## src/rtl/vdp_pkg.sv

```systemverilog
package vdp_pkg;

    typedef enum logic [1:0] {
        ST_RUN    = 2'd0,
        ST_DRAIN  = 2'd1,
        ST_SWITCH = 2'd2,
        ST_RESUME = 2'd3
    } vdp_state_e;

    typedef struct packed {
        vdp_state_e state;
        logic       short_mode;
        logic       target;
        logic       ack;
    } vdp_ctrl_t;

endpackage

```

## src/rtl/vdp_stage_reg.sv

```systemverilog
module vdp_stage_reg #(
    parameter int DATA_W = 16
) (
    input  logic              clk,
    input  logic              rst,
    input  logic              bypass,
    input  logic              in_valid,
    input  logic [DATA_W-1:0] in_data,
    output logic              q_valid,
    output logic [DATA_W-1:0] q_data
);
    typedef struct packed {
        logic              valid;
        logic [DATA_W-1:0] data;
    } slot_t;

    slot_t slot_d, slot_q;

    // Placeholder stage work: payload passes through untouched.
    // A transparent register never holds a token, so its valid stays clear.
    always_comb begin
        slot_d       = slot_q;
        slot_d.valid = in_valid & ~bypass;
        slot_d.data  = bypass ? '0 : in_data;
    end

    always_ff @(posedge clk) begin
        if (rst) begin
            slot_q <= '0;
        end else begin
            slot_q <= slot_d;
        end
    end

    assign q_valid = slot_q.valid;
    assign q_data  = slot_q.data;
endmodule

```

## src/rtl/vdp_stage_chain.sv

```systemverilog
module vdp_stage_chain #(
    parameter int                DATA_W     = 16,
    parameter int                STAGES     = 7,
    parameter logic [STAGES-1:0] SHORT_MASK = 7'b0010010
) (
    input  logic              clk,
    input  logic              rst,
    input  logic              short_mode,
    input  logic              in_valid,
    input  logic [DATA_W-1:0] in_data,
    output logic              out_valid,
    output logic [DATA_W-1:0] out_data,
    output logic [STAGES-1:0] stage_busy
);
    logic              link_v [STAGES+1];
    logic [DATA_W-1:0] link_d [STAGES+1];

    assign link_v[0] = in_valid;
    assign link_d[0] = in_data;

    for (genvar k = 0; k < STAGES; k++) begin : g_stage
        logic              byp;
        logic              q_v;
        logic [DATA_W-1:0] q_d;

        assign byp = short_mode & SHORT_MASK[k];

        vdp_stage_reg #(.DATA_W(DATA_W)) u_reg (
            .clk      (clk),
            .rst      (rst),
            .bypass   (byp),
            .in_valid (link_v[k]),
            .in_data  (link_d[k]),
            .q_valid  (q_v),
            .q_data   (q_d)
        );

        // A transparent register merges its neighbours into one stage.
        assign link_v[k+1]   = byp ? link_v[k] : q_v;
        assign link_d[k+1]   = byp ? link_d[k] : q_d;
        assign stage_busy[k] = q_v;
    end

    assign out_valid = link_v[STAGES];
    assign out_data  = link_d[STAGES];
endmodule

```

## src/rtl/vdp_mode_ctrl.sv

```systemverilog
module vdp_mode_ctrl
    import vdp_pkg::*;
(
    input  logic       clk,
    input  logic       rst,
    input  logic       req_valid,
    input  logic       req_short,
    input  logic       pipe_busy,
    output logic       accept_en,
    output logic       short_mode,
    output logic       ack,
    output vdp_state_e state
);
    vdp_ctrl_t ctl_d, ctl_q;

    always_comb begin
        ctl_d     = ctl_q;
        ctl_d.ack = 1'b0;
        unique case (ctl_q.state)
            ST_RUN: begin
                if (req_valid) begin
                    if (req_short == ctl_q.short_mode) begin
                        ctl_d.ack = 1'b1;
                    end else begin
                        ctl_d.target = req_short;
                        ctl_d.state  = ST_DRAIN;
                    end
                end
            end
            ST_DRAIN: begin
                if (!pipe_busy) begin
                    ctl_d.state = ST_SWITCH;
                end
            end
            ST_SWITCH: begin
                ctl_d.short_mode = ctl_q.target;
                ctl_d.ack        = 1'b1;
                ctl_d.state      = ST_RESUME;
            end
            ST_RESUME: begin
                ctl_d.state = ST_RUN;
            end
            default: ctl_d.state = ST_RUN;
        endcase
    end

    always_ff @(posedge clk) begin
        if (rst) begin
            ctl_q <= '{state: ST_RUN, short_mode: 1'b0, target: 1'b0, ack: 1'b0};
        end else begin
            ctl_q <= ctl_d;
        end
    end

    assign accept_en  = (ctl_q.state == ST_RUN);
    assign short_mode = ctl_q.short_mode;
    assign ack        = ctl_q.ack;
    assign state      = ctl_q.state;
endmodule

```

## src/rtl/depth_switch_pipe.sv

```systemverilog
module depth_switch_pipe
    import vdp_pkg::*;
#(
    parameter int                DATA_W     = 16,
    parameter int                STAGES     = 7,
    parameter logic [STAGES-1:0] SHORT_MASK = 7'b0010010
) (
    input  logic              clk,
    input  logic              rst,
    input  logic              in_valid,
    input  logic [DATA_W-1:0] in_data,
    output logic              in_ready,
    output logic              out_valid,
    output logic [DATA_W-1:0] out_data,
    input  logic              mode_req_valid,
    input  logic              mode_req_short,
    output logic              mode_ack,
    output logic              mode_short
);
    logic [STAGES-1:0] stage_busy;
    logic              pipe_busy;
    logic              take;
    vdp_state_e        ctrl_state;

    assign pipe_busy = |stage_busy;
    assign take      = in_valid & in_ready;

    vdp_mode_ctrl u_ctrl (
        .clk        (clk),
        .rst        (rst),
        .req_valid  (mode_req_valid),
        .req_short  (mode_req_short),
        .pipe_busy  (pipe_busy),
        .accept_en  (in_ready),
        .short_mode (mode_short),
        .ack        (mode_ack),
        .state      (ctrl_state)
    );

    vdp_stage_chain #(
        .DATA_W     (DATA_W),
        .STAGES     (STAGES),
        .SHORT_MASK (SHORT_MASK)
    ) u_chain (
        .clk        (clk),
        .rst        (rst),
        .short_mode (mode_short),
        .in_valid   (take),
        .in_data    (in_data),
        .out_valid  (out_valid),
        .out_data   (out_data),
        .stage_busy (stage_busy)
    );
endmodule

```

## config.mk

```make
export PLATFORM = sky130hd
export DESIGN_NAME = depth_switch_pipe
export DESIGN_NICKNAME = d
export VERILOG_FILES = /design/src/rtl/vdp_pkg.sv /design/src/rtl/vdp_stage_reg.sv /design/src/rtl/vdp_stage_chain.sv /design/src/rtl/vdp_mode_ctrl.sv /design/src/rtl/depth_switch_pipe.sv
export SDC_FILE = /design/constraint.sdc
export NUM_CORES = 1
export LEC_CHECK = 0
export BUFFER_PORTS_ARGS = -buffer_cell sky130_fd_sc_hd__buf_2
export CAP_MARGIN = 20
export CORE_MARGIN = 1
export CORE_UTILIZATION = 50
export DETAILED_ROUTE_END_ITERATION = 8
export MAX_ROUTING_LAYER = met4
export PLACE_DENSITY = 0.8
export SETUP_SLACK_MARGIN = 0.05
export SYNTH_ARGS = -nofsm -noshare
export SYNTH_HDL_FRONTEND = slang
export SYNTH_SLANG_ARGS = --single-unit
export TNS_END_PERCENT = 10
```

## constraint.sdc

```tcl
create_clock -name clk -period 1.4 [get_ports clk]
set_input_delay 0.14 -clock clk [delete_from_list [all_inputs] [get_ports clk]]
set_output_delay 0.14 -clock clk [all_outputs]
set_load 0.02 [all_outputs]
```

==> flow_summary.toml <==
[sta]
tightest_slew_ns = 0.5588
worst_slack_ns = 0.07788
finClkSkew_ns = 0.005264
rsz0062_at_grt = "yes"
drv_slew = 0
min_period_over_period_pct = 94.44
setup_viol = 0
min_period_ns = 1.322
hold_viol_final = 0
finalSetupTns_ns = 0
fmax_ghz = 0.7564
timing.slew.headroom_pct = 62.66

[final_layout]
antenna_cells = 0
syn2layout_area_growth_pct = 32.45
drive_gt1_share_pct = 22.39
nets = 413
final_cell_mix = "dfxtp_1, nor2b_1, nor2_1, buf_2, mux2i_1"
final_common_cell = "dfxtp_1"
stdcell_area_um2 = 4990
fillerInstances = 506
final_core_util_pct = 68.79

[grt]
antenna_found_initial = 0
grt_use_total_pct = 16.70
grt_pass1_wl_mm = 9.101
overflow = 0
grt_max_degree = 92
grt_pass1_vias = 2059

[synthesis]
syn_avg_cell_area_um2 = 11.74
synth_area_leaders = "dfxtp_1, mux2i_1, nor2b_1, and2_1, nor2_1"
ys_ff_latch = 124
syn_inst = 321
syn_nets = 345
synth_cell_types = 24
synth_top_area_share_pct = 65.89
yosys.area.top_type = "dfxtp_1"
syn-cell-area_um2 = 3767
ys_warn_count = 0
synth_seq_area_share_pct = 65.89

[setup_path]
arrival_ns = 1.73
reg2reg_to = "u_ctrl.state[0]"
ff2ff_setup_slack_ns = 0.08
reg2reg_depth = 5
end_kind = "register"
path_max_fanout = 2
start_kind = "register"
regToRegStartpoint = "u_ctrl.state[0]"
max_stage_delay_ns = 0.32
crit_type = "reg2reg"
crit_slowest_cell = "dfxtp_2"
crit_chain = "buf_4 > ha_1 > a21boi_1 > a21o_1 > a211oi_1"
worst_ep_required_time_ns = 1.81

[worst_hold_path]
min_to = "u_ctrl.ack"
worst_hold_path_type = "in2reg"
min_from = "mode_req_valid"
holdPathStages = 4

[power_and_ir_drop]
internal_power_uw = 7643
combPwrFrac_pct = 8.9
clock_power_share_pct = 51.7
p_sw_uw = 1947
p_sw_share_pct = 20.30
power_density_nw_per_um2 = 1922
peakVddDrop_mv = 0.9634
power_uw = 9589
seq_power_share_pct = 39.4
leakagePower_uw = 0.002068

[clock_tree]
cts_made_buffers = 17
h-tree-depth = 4
cts_root_buf = "clkbuf_8"
clock_sinks = 124
clock_latency_ns = 0.51
clk_pin_slew_ns = 0.06
cts_tree = "done"
cts_buffer_depth = 2

[route]
ant_nets = 0
routedWlPerCell_um = 11.52
drt_wl_total_mm = 5.771
drt_iter0_drc = 61
via_per_inst = 4.361
drc = 0
first_pass_iters = 4
vias = 2185

[place]
portBuffers = 40
gp_congestion = 0.7194
place_hpwl_mm = 2.842
dpl_cell_area_um2 = 4040
dp_slack_ns = 0.04759

[die]
core_region_area_um2 = 7253
die_area_um2 = 7885
start_util_pct = 51.94
row_count = 31
pin_count = 41
die_w_um = 88.80
die_h_um = 88.80

[run_status]
status = "complete, no violations"

[run]
cap_violations = 0
power groups by stage:
| stage | Sequential, uW | Clock [uW] | Combinational, uW |
|---|---|---|---|
| floorplan | 3830 | 0 | 488 |
| global placement | 3830 | 0 | 603 |
| detailed placement | 3830 | 0 | 628 |
| CTS | 3770 | 5010 | 833 |
| global route | 3800 | 5180 | 930 |
| finish | 3780 | 4950 | 855 |
what timing repair did:
item / in CTS / in global routing
gates resized for setup: 15 / 2
setup buffers: 5 / 0
hold buffers: 18 / 0
pin swaps: 1 / 0
hold endpoints to repair: 18 / 0
endpoints found under the setup margin: 36 / 13
synth_stat cells:
cell type,number
nor2_2,1
xor2_1,1
dfxtp_1,124
nand2b_1,2
nand2_1,2
nor4_2,1
buf_6,2
o21a_1,1
nor2_1,39
buf_2,1
a21boi_1,1
nor3_1,2
buf_4,4
mux2i_1,36
a31oi_1,1
a211oi_1,1
o21ba_2,1
and2_1,34
nor2b_1,50
clkbuf_1,10
ha_1,3
and3b_1,1
inv_1,2
a21o_1,1
critical path, delay by kind of cell, from the launching register on:
kind	cells	cell delay [ns]
adders and majority gates	1	0.19
buffers and inverters	1	0.12
DFF	1	0.32
AOI/OAI and AO/OA	3	0.59
logic make-up after synthesis:
| group | count (synthesis) | synth area share [%] |
|---|---|---|
| buffers and inverters | 19 | 2.723 |
| AO/OA/AOI/OAI | 6 | 1.229 |
| AND/OR/NAND/NOR | 132 | 19.36 |
| XOR/XNOR | 1 | 0.2325 |
| flip-flops | 124 | 65.89 |
| multiplexers | 36 | 9.565 |
| adder cells (fa/ha/maj) | 3 | 0.9965 |
final cells by class:
cell class | count | area (um2) | area share (%)
Timing Repair Buffer | 66 | 478.0 | 9.579
Clock buffer | 19 | 441.7 | 8.852
Sequential cell | 124 | 2489 | 49.87
Tap cell | 99 | 123.9 | 2.482
Multi-Input combinational cell | 178 | 1207 | 24.20
Clock inverter | 13 | 242.7 | 4.865
Inverter | 2 | 7.507 | 0.1505
through the flow:
stage / hold WS (ns) / cells
after global placement: 0.3501 / 447
after floorplan: 0.2682 / 321
after CTS: 0.03841 / 502
after detailed placement: 0.3517 / 447
after global routing: 0.09391 / 501
final: 0.1066 / 501
how the worst max path moves through the flow:
stage | from | endpoint | slack (ns) | cells past startpoint
after global routing | u_ctrl.state[0] | in_ready | 0.02 | 3
after global placement | u_ctrl.short_mode | u_chain.g_stage[4].u_reg.q_data[8] | 0.11 | 2
final | u_ctrl.state[0] | u_ctrl.state[0] | 0.08 | 5
after detailed placement | u_ctrl.short_mode | u_chain.g_stage[1].u_reg.q_data[9] | 0.05 | 2
after CTS | u_ctrl.short_mode | mode_short | 0.02 | 3
after floorplan | u_ctrl.short_mode | u_chain.g_stage[2].u_reg.q_data[0] | 0.15 | 4
flip-flops by register name (all words and copies together), names as in the netlist:
register / cells
u_ctrl.state: 2
u_chain.g_stage.u_reg.q_valid: 7
u_ctrl.ack: 1
u_ctrl.short_mode: 1
u_ctrl.ctl_q: 1
u_chain.g_stage.u_reg.q_data: 112
routing by layer:
metal	wire length (um)	GRT usage (%)	vias up
met5	0	-	-
met4	95	9.091	0
met3	234	7.929	9
met2	2801	25.17	44
met1	2639	18.17	985
li1	-	-	1147
Note: power is estimated with default switching activity, not from simulation.
